<file path="src/rtl/rfdp_pkg.sv">
package rfdp_pkg;

  localparam int unsigned OPCODE_W = 4;

  typedef enum logic [OPCODE_W-1:0] {
    OP_AND    = 4'd0,
    OP_OR     = 4'd1,
    OP_PASS_A = 4'd2,
    OP_PASS_B = 4'd3,
    OP_ADD    = 4'd4,
    OP_SUB    = 4'd5,
    OP_XOR    = 4'd6,
    OP_NOT_A  = 4'd7,
    OP_INC_A  = 4'd8,
    OP_SHL_A  = 4'd9
  } alu_op_e;

endpackage

</file>
<file path="src/rtl/rfdp_read_port.sv">
module rfdp_read_port #(
  parameter int unsigned DATA_W   = 8,
  parameter int unsigned NUM_REGS = 4,
  localparam int unsigned SEL_W   = $clog2(NUM_REGS)
) (
  input  logic [NUM_REGS-1:0][DATA_W-1:0] words_i,
  input  logic [SEL_W-1:0]                sel_i,
  output logic [DATA_W-1:0]               data_o
);

  // One NUM_REGS-to-1 multiplexer per bit, all sharing sel_i.
  for (genvar b = 0; b < DATA_W; b++) begin : g_bit
    logic [NUM_REGS-1:0] column;
    for (genvar k = 0; k < NUM_REGS; k++) begin : g_word
      assign column[k] = words_i[k][b];
    end
    assign data_o[b] = column[sel_i];
  end

endmodule

</file>
<file path="src/rtl/rfdp_wr_demux.sv">
module rfdp_wr_demux #(
  parameter int unsigned NUM_REGS = 4,
  localparam int unsigned SEL_W   = $clog2(NUM_REGS)
) (
  input  logic                wr_en_i,
  input  logic [SEL_W-1:0]    dst_sel_i,
  output logic [NUM_REGS-1:0] load_o
);

  for (genvar k = 0; k < NUM_REGS; k++) begin : g_load
    assign load_o[k] = wr_en_i && (dst_sel_i == SEL_W'(k));
  end

endmodule

</file>
<file path="src/rtl/rfdp_regfile.sv">
module rfdp_regfile #(
  parameter int unsigned DATA_W   = 8,
  parameter int unsigned NUM_REGS = 4
) (
  input  logic                            clk_i,
  input  logic                            rst_i,
  input  logic [NUM_REGS-1:0]             load_i,
  input  logic [DATA_W-1:0]               wdata_i,
  output logic [NUM_REGS-1:0][DATA_W-1:0] words_o
);

  for (genvar k = 0; k < NUM_REGS; k++) begin : g_word
    always_ff @(posedge clk_i) begin
      if (rst_i) begin
        words_o[k] <= '0;
      end else if (load_i[k]) begin
        words_o[k] <= wdata_i;
      end
    end
  end

endmodule

</file>
<file path="src/rtl/rfdp_alu.sv">
module rfdp_alu
  import rfdp_pkg::*;
#(
  parameter int unsigned DATA_W = 8
) (
  input  logic [DATA_W-1:0]   a_i,
  input  logic [DATA_W-1:0]   b_i,
  input  logic [OPCODE_W-1:0] op_i,
  output logic [DATA_W-1:0]   result_o,
  output logic                carry_o
);

  localparam int unsigned WIDE_W = DATA_W + 1;

  logic [WIDE_W-1:0] wide;
  logic [WIDE_W-1:0] a_ext;
  logic [WIDE_W-1:0] b_ext;

  assign a_ext = {1'b0, a_i};
  assign b_ext = {1'b0, b_i};

  always_comb begin
    wide = '0;
    case (alu_op_e'(op_i))
      OP_AND:    wide = {1'b0, a_i & b_i};
      OP_OR:     wide = {1'b0, a_i | b_i};
      OP_PASS_A: wide = a_ext;
      OP_PASS_B: wide = b_ext;
      OP_ADD:    wide = a_ext + b_ext;
      OP_SUB:    wide = a_ext + {1'b0, ~b_i} + WIDE_W'(1);
      OP_XOR:    wide = {1'b0, a_i ^ b_i};
      OP_NOT_A:  wide = {1'b0, ~a_i};
      OP_INC_A:  wide = a_ext + WIDE_W'(1);
      OP_SHL_A:  wide = {a_i, 1'b0};
      default:   wide = '0;
    endcase
  end

  assign result_o = wide[DATA_W-1:0];
  assign carry_o  = wide[DATA_W];

endmodule

</file>
<file path="src/rtl/rfdp_core.sv">
module rfdp_core
  import rfdp_pkg::*;
#(
  parameter int unsigned DATA_W   = 8,
  parameter int unsigned NUM_REGS = 4,
  localparam int unsigned SEL_W   = $clog2(NUM_REGS),
  localparam int unsigned FLAT_W  = DATA_W * NUM_REGS
) (
  input  logic                clk_i,
  input  logic                rst_i,
  input  logic [SEL_W-1:0]    src_a_sel_i,
  input  logic [SEL_W-1:0]    src_b_sel_i,
  input  logic [SEL_W-1:0]    dst_sel_i,
  input  logic                wr_en_i,
  input  logic [OPCODE_W-1:0] opcode_i,
  output logic [FLAT_W-1:0]   regs_o,
  output logic                carry_o,
  output logic [DATA_W-1:0]   result_o
);

  logic [NUM_REGS-1:0][DATA_W-1:0] words;
  logic [NUM_REGS-1:0]             load;
  logic [DATA_W-1:0]               opnd_a;
  logic [DATA_W-1:0]               opnd_b;
  logic                            alu_carry;
  logic                            carry_q;

  rfdp_read_port #(.DATA_W(DATA_W), .NUM_REGS(NUM_REGS)) port_a_i (
    .words_i (words),
    .sel_i   (src_a_sel_i),
    .data_o  (opnd_a)
  );

  rfdp_read_port #(.DATA_W(DATA_W), .NUM_REGS(NUM_REGS)) port_b_i (
    .words_i (words),
    .sel_i   (src_b_sel_i),
    .data_o  (opnd_b)
  );

  rfdp_alu #(.DATA_W(DATA_W)) alu_i (
    .a_i      (opnd_a),
    .b_i      (opnd_b),
    .op_i     (opcode_i),
    .result_o (result_o),
    .carry_o  (alu_carry)
  );

  rfdp_wr_demux #(.NUM_REGS(NUM_REGS)) demux_i (
    .wr_en_i   (wr_en_i),
    .dst_sel_i (dst_sel_i),
    .load_o    (load)
  );

  rfdp_regfile #(.DATA_W(DATA_W), .NUM_REGS(NUM_REGS)) regs_i (
    .clk_i   (clk_i),
    .rst_i   (rst_i),
    .load_i  (load),
    .wdata_i (result_o),
    .words_o (words)
  );

  always_ff @(posedge clk_i) begin
    if (rst_i) begin
      carry_q <= 1'b0;
    end else if (wr_en_i) begin
      carry_q <= alu_carry;
    end
  end

  assign carry_o = carry_q;
  assign regs_o  = words;

endmodule

</file>
<file path="config.mk">
export PLATFORM = sky130hd
export DESIGN_NAME = rfdp_core
export DESIGN_NICKNAME = d
export VERILOG_FILES = /design/src/rtl/rfdp_pkg.sv /design/src/rtl/rfdp_read_port.sv /design/src/rtl/rfdp_wr_demux.sv /design/src/rtl/rfdp_regfile.sv /design/src/rtl/rfdp_alu.sv /design/src/rtl/rfdp_core.sv
export SDC_FILE = /design/constraint.sdc
export NUM_CORES = 1
export LEC_CHECK = 0
export ABC_AREA = 1
export ABC_CLOCK_PERIOD_IN_PS = 7880
export BUFFER_PORTS_ARGS = -buffer_cell sky130_fd_sc_hd__buf_2
export CORE_MARGIN = 2
export CORE_UTILIZATION = 63
export DETAILED_ROUTE_END_ITERATION = 7
export PLACE_DENSITY_LB_ADDON = 0.05
export SYNTH_ARGS = -nofsm -noshare
export SYNTH_HDL_FRONTEND = slang
export SYNTH_SLANG_ARGS = --single-unit
</file>
<file path="constraint.sdc">
create_clock -name clk_i -period 7.88 [get_ports clk_i]
set_input_delay 2.364 -clock clk_i [delete_from_list [all_inputs] [get_ports clk_i]]
set_output_delay 2.364 -clock clk_i [all_outputs]
set_load 0.02 [all_outputs]
</file>
==> results.json <==
{
  "startpoint_type": "input port",
  "grt_use_total_pct": 33.2,
  "grt_max_degree": 29,
  "synth_seq_cells": 33,
  "syn-num-nets": 594,
  "finalNonFillerCells": 666,
  "gp_congestion": 1.06,
  "multiInputGateArea_sq_mm": 0.00229,
  "fin_hold_ws_ns": 0.464,
  "ios": 54,
  "grt-ovfl-total": 0,
  "via_per_inst": 5.59,
  "end_kind": "output port",
  "ys_warn_count": 0,
  "dp_hpwl_microns": 7670,
  "hold_class": "register to register",
  "cap_violations": 0,
  "place_worst_setup_slack_ns": 0.543,
  "core_area_sq_mm": 0.00520,
  "h-tree-depth": 2,
  "grt_pass1_wl_microns": 16200,
  "initialDrtViolationCount": 252,
  "skew_ns": 0.00277,
  "routedWlPerCell_microns": 14.9,
  "synth_edf_count": 0,
  "clock-sinks": 33,
  "yosysSeqAreaShare_pct": 19.2,
  "port_buffers": 53,
  "r2r_slack_ns": 5.09,
  "post-route-min-period_ns": 7.47,
  "holdBufCountCts": 0,
  "drt_pass1_iterations": 7,
  "hold_viol": 0,
  "cts_setup_buffers": 0,
  "setup_viol": 0,
  "peakVddDrop_mv": 0.190,
  "powerDensity_mw_per_mm2": 142,
  "async_flop_share_pct": 0,
  "post_cts_resized": 0,
  "path_clk_slew_ns": 0.07,
  "layout_setup_ws_ns": 0.414,
  "cts_tree": "yes",
  "rows": 26,
  "cp_max_fo": 28,
  "start_util_pct": 66.2,
  "criticalPathCategory": "input port to output port",
  "ctsRootBufferMaster": "clkbuf_8",
  "ys.flop_type": "dfxtp_1",
  "worst_pin_slew_ns": 0.953,
  "post_synth_instance_area_sq_mm": 0.00345,
  "syn_avg_cell_area_sq_um": 6.29,
  "drc": 0,
  "finalCritPeriodShare_pct": 94.7,
  "diodes": 0,
  "netlist_instances": 548,
  "ant_nets": 0,
  "dieWidth_microns": 78.0,
  "grt_setup_unrepaired": "false",
  "nFillCells": 445,
  "final_max_slew_viol_count": 0,
  "slew_headroom_pct": 36.0,
  "fin_util_pct": 73.1,
  "outcome": "finished, final reports clean",
  "fin_setup_tns_ns": 0,
  "dpl.cell_count": 658,
  "drt_wl_total_microns": 9890,
  "cp.arrival_ns": 5.10,
  "final-seq-area_sq_um": 661,
  "timing.fmax_mhz": 134,
  "synth.distinct_cells": 42,
  "grt_pass1_vias": 3439,
  "required_ns": 5.52,
  "die_h_microns": 78.0,
  "die_area_sq_mm": 0.00608,
  "vias": 3726,
  "nets": 641,
  "leakagePower_uw": 0.00221,
  "clockBufferDepth": 2,
  "clock_latency_ns": 0.28,
  "drive_gt1_share_pct": 17.3,
  "antenna_found_initial": 0,
  "cts-buffers-inserted": 5,
  "area_delta_synth_final_pct": 10.5
}
[area by class of cell]
type	instances	share of cell area [%]
clock buffer	7	2.53
timing repair buffer	53	6.97
inverter	104	10.5
clock inverter	1	0.131
multi-input combinational	398	60.2
tap	70	2.30
sequential	33	17.4
[routing by layer]
layer | track usage (%) | vias to the layer above | routed length (microns) | part of all wire, %
li1 | - | 1881 | - | -
met1 | 42.2 | 1698 | 4500 | 45
met2 | 58.9 | 133 | 4730 | 48
met3 | 3.26 | 14 | 498 | 5.0
met4 | 10.5 | 0 | 163 | 1.6
met5 | 0 | - | 0 | 0
[worst paths after layout]
| check | from | end | cells past startpoint |
|---|---|---|---|
| setup / recovery | src_a_sel_i[0] | result_o[6] | 15 |
| hold / removal | carry_o | carry_o | 2 |
| setup reg to reg | regs_i.words_o[8] | regs_i.words_o[30] | 15 |
| hold reg to reg | carry_o | carry_o | 2 |
[report_power, final]
group / switching, uW / internal, uW / leakage (uW)
logic: 149 / 68.8 / 0.00189
registers: 8.82 / 176 / 0.000270
clock network: 61.0 / 78.9 / 0.0000542
[kinds of logic (layout without fill, tap and decap cells)]
family | count (synthesis) | after routing | synth area share (%)
simple gates | 212 | 212 | 28.3
fa+ha+maj | 33 | 33 | 12.4
buf+inv | 117 | 165 | 14.3
flops | 33 | 33 | 19.2
compound gates | 153 | 153 | 25.8
[sequential cells by signal (all words and copies together), names as in the netlist]
name,count
regs_i.words_o,32
carry_o,1
[layout by cell type, fill, tap and decap left out, types with 3 or more instances in the layout]
cell      instances
ha_1             31
inv_2             6
nand2_2          15
nand2_1         105
nor2_1           34
nand3_1          30
clkbuf_8          7
a21o_1            3
a21oi_1          53
o21ai_0          42
o22ai_1           7
nor3_1            6
o21bai_1         14
inv_1            96
nand4_1           4
o21ai_1          16
a211oi_1          3
buf_2            53
o221ai_1          3
nand3_2           7
dfxtp_1          33
[cells in the mapped netlist, types with 2 or more instances]
cell type  count  area share [%]
nand2_1      105              11
inv_1         96              10
a21oi_1       53             7.7
o21ai_0       42             6.1
nor2_1        34             3.7
dfxtp_1       33              19
ha_1          31              11
nand3_1       30             4.4
o21ai_1       16             2.3
nand2_2       15             2.7
o21bai_1      14             3.1
nand3_2        7             2.0
o22ai_1        7             1.3
inv_2          6            0.65
nor3_1         6            0.87
buf_6          5             1.6
clkbuf_1       5            0.54
nand4_1        4            0.73
a211oi_1       3            0.65
a21o_1         3            0.65
o221ai_1       3            0.76
a21oi_2        2            0.51
a31oi_1        2            0.36
buf_2          2            0.29
fa_1           2             1.2
nand2_4        2            0.65
nand3b_1       2            0.44
nor2_2         2            0.36
o21a_1         2            0.44
or2_2          2            0.36
[worst max-delay path, cell delays in order]
cell,delay [ns]
buf_2,0.41
a21oi_1,0.13
o21ai_0,0.09
nand2_1,0.15
ha_1,0.26
fa_1,0.43
inv_1,0.09
nand3_1,0.07
nand2_1,0.14
a21oi_1,0.09
o21bai_1,0.17
a21oi_1,0.11
a21oi_2,0.31
nand2_1,0.10
buf_2,0.17
[stage by stage]
stage / instance area, sq um / total power (uW)
2_1_floorplan: 3450 / 347
3_3_place_gp: 3710 / 396
3_5_place_dp: 3710 / 401
4_1_cts: 3810 / 539
5_1_grt: 3810 / 573
6_report: 3810 / 542
Power figures use the tool's default switching activity.
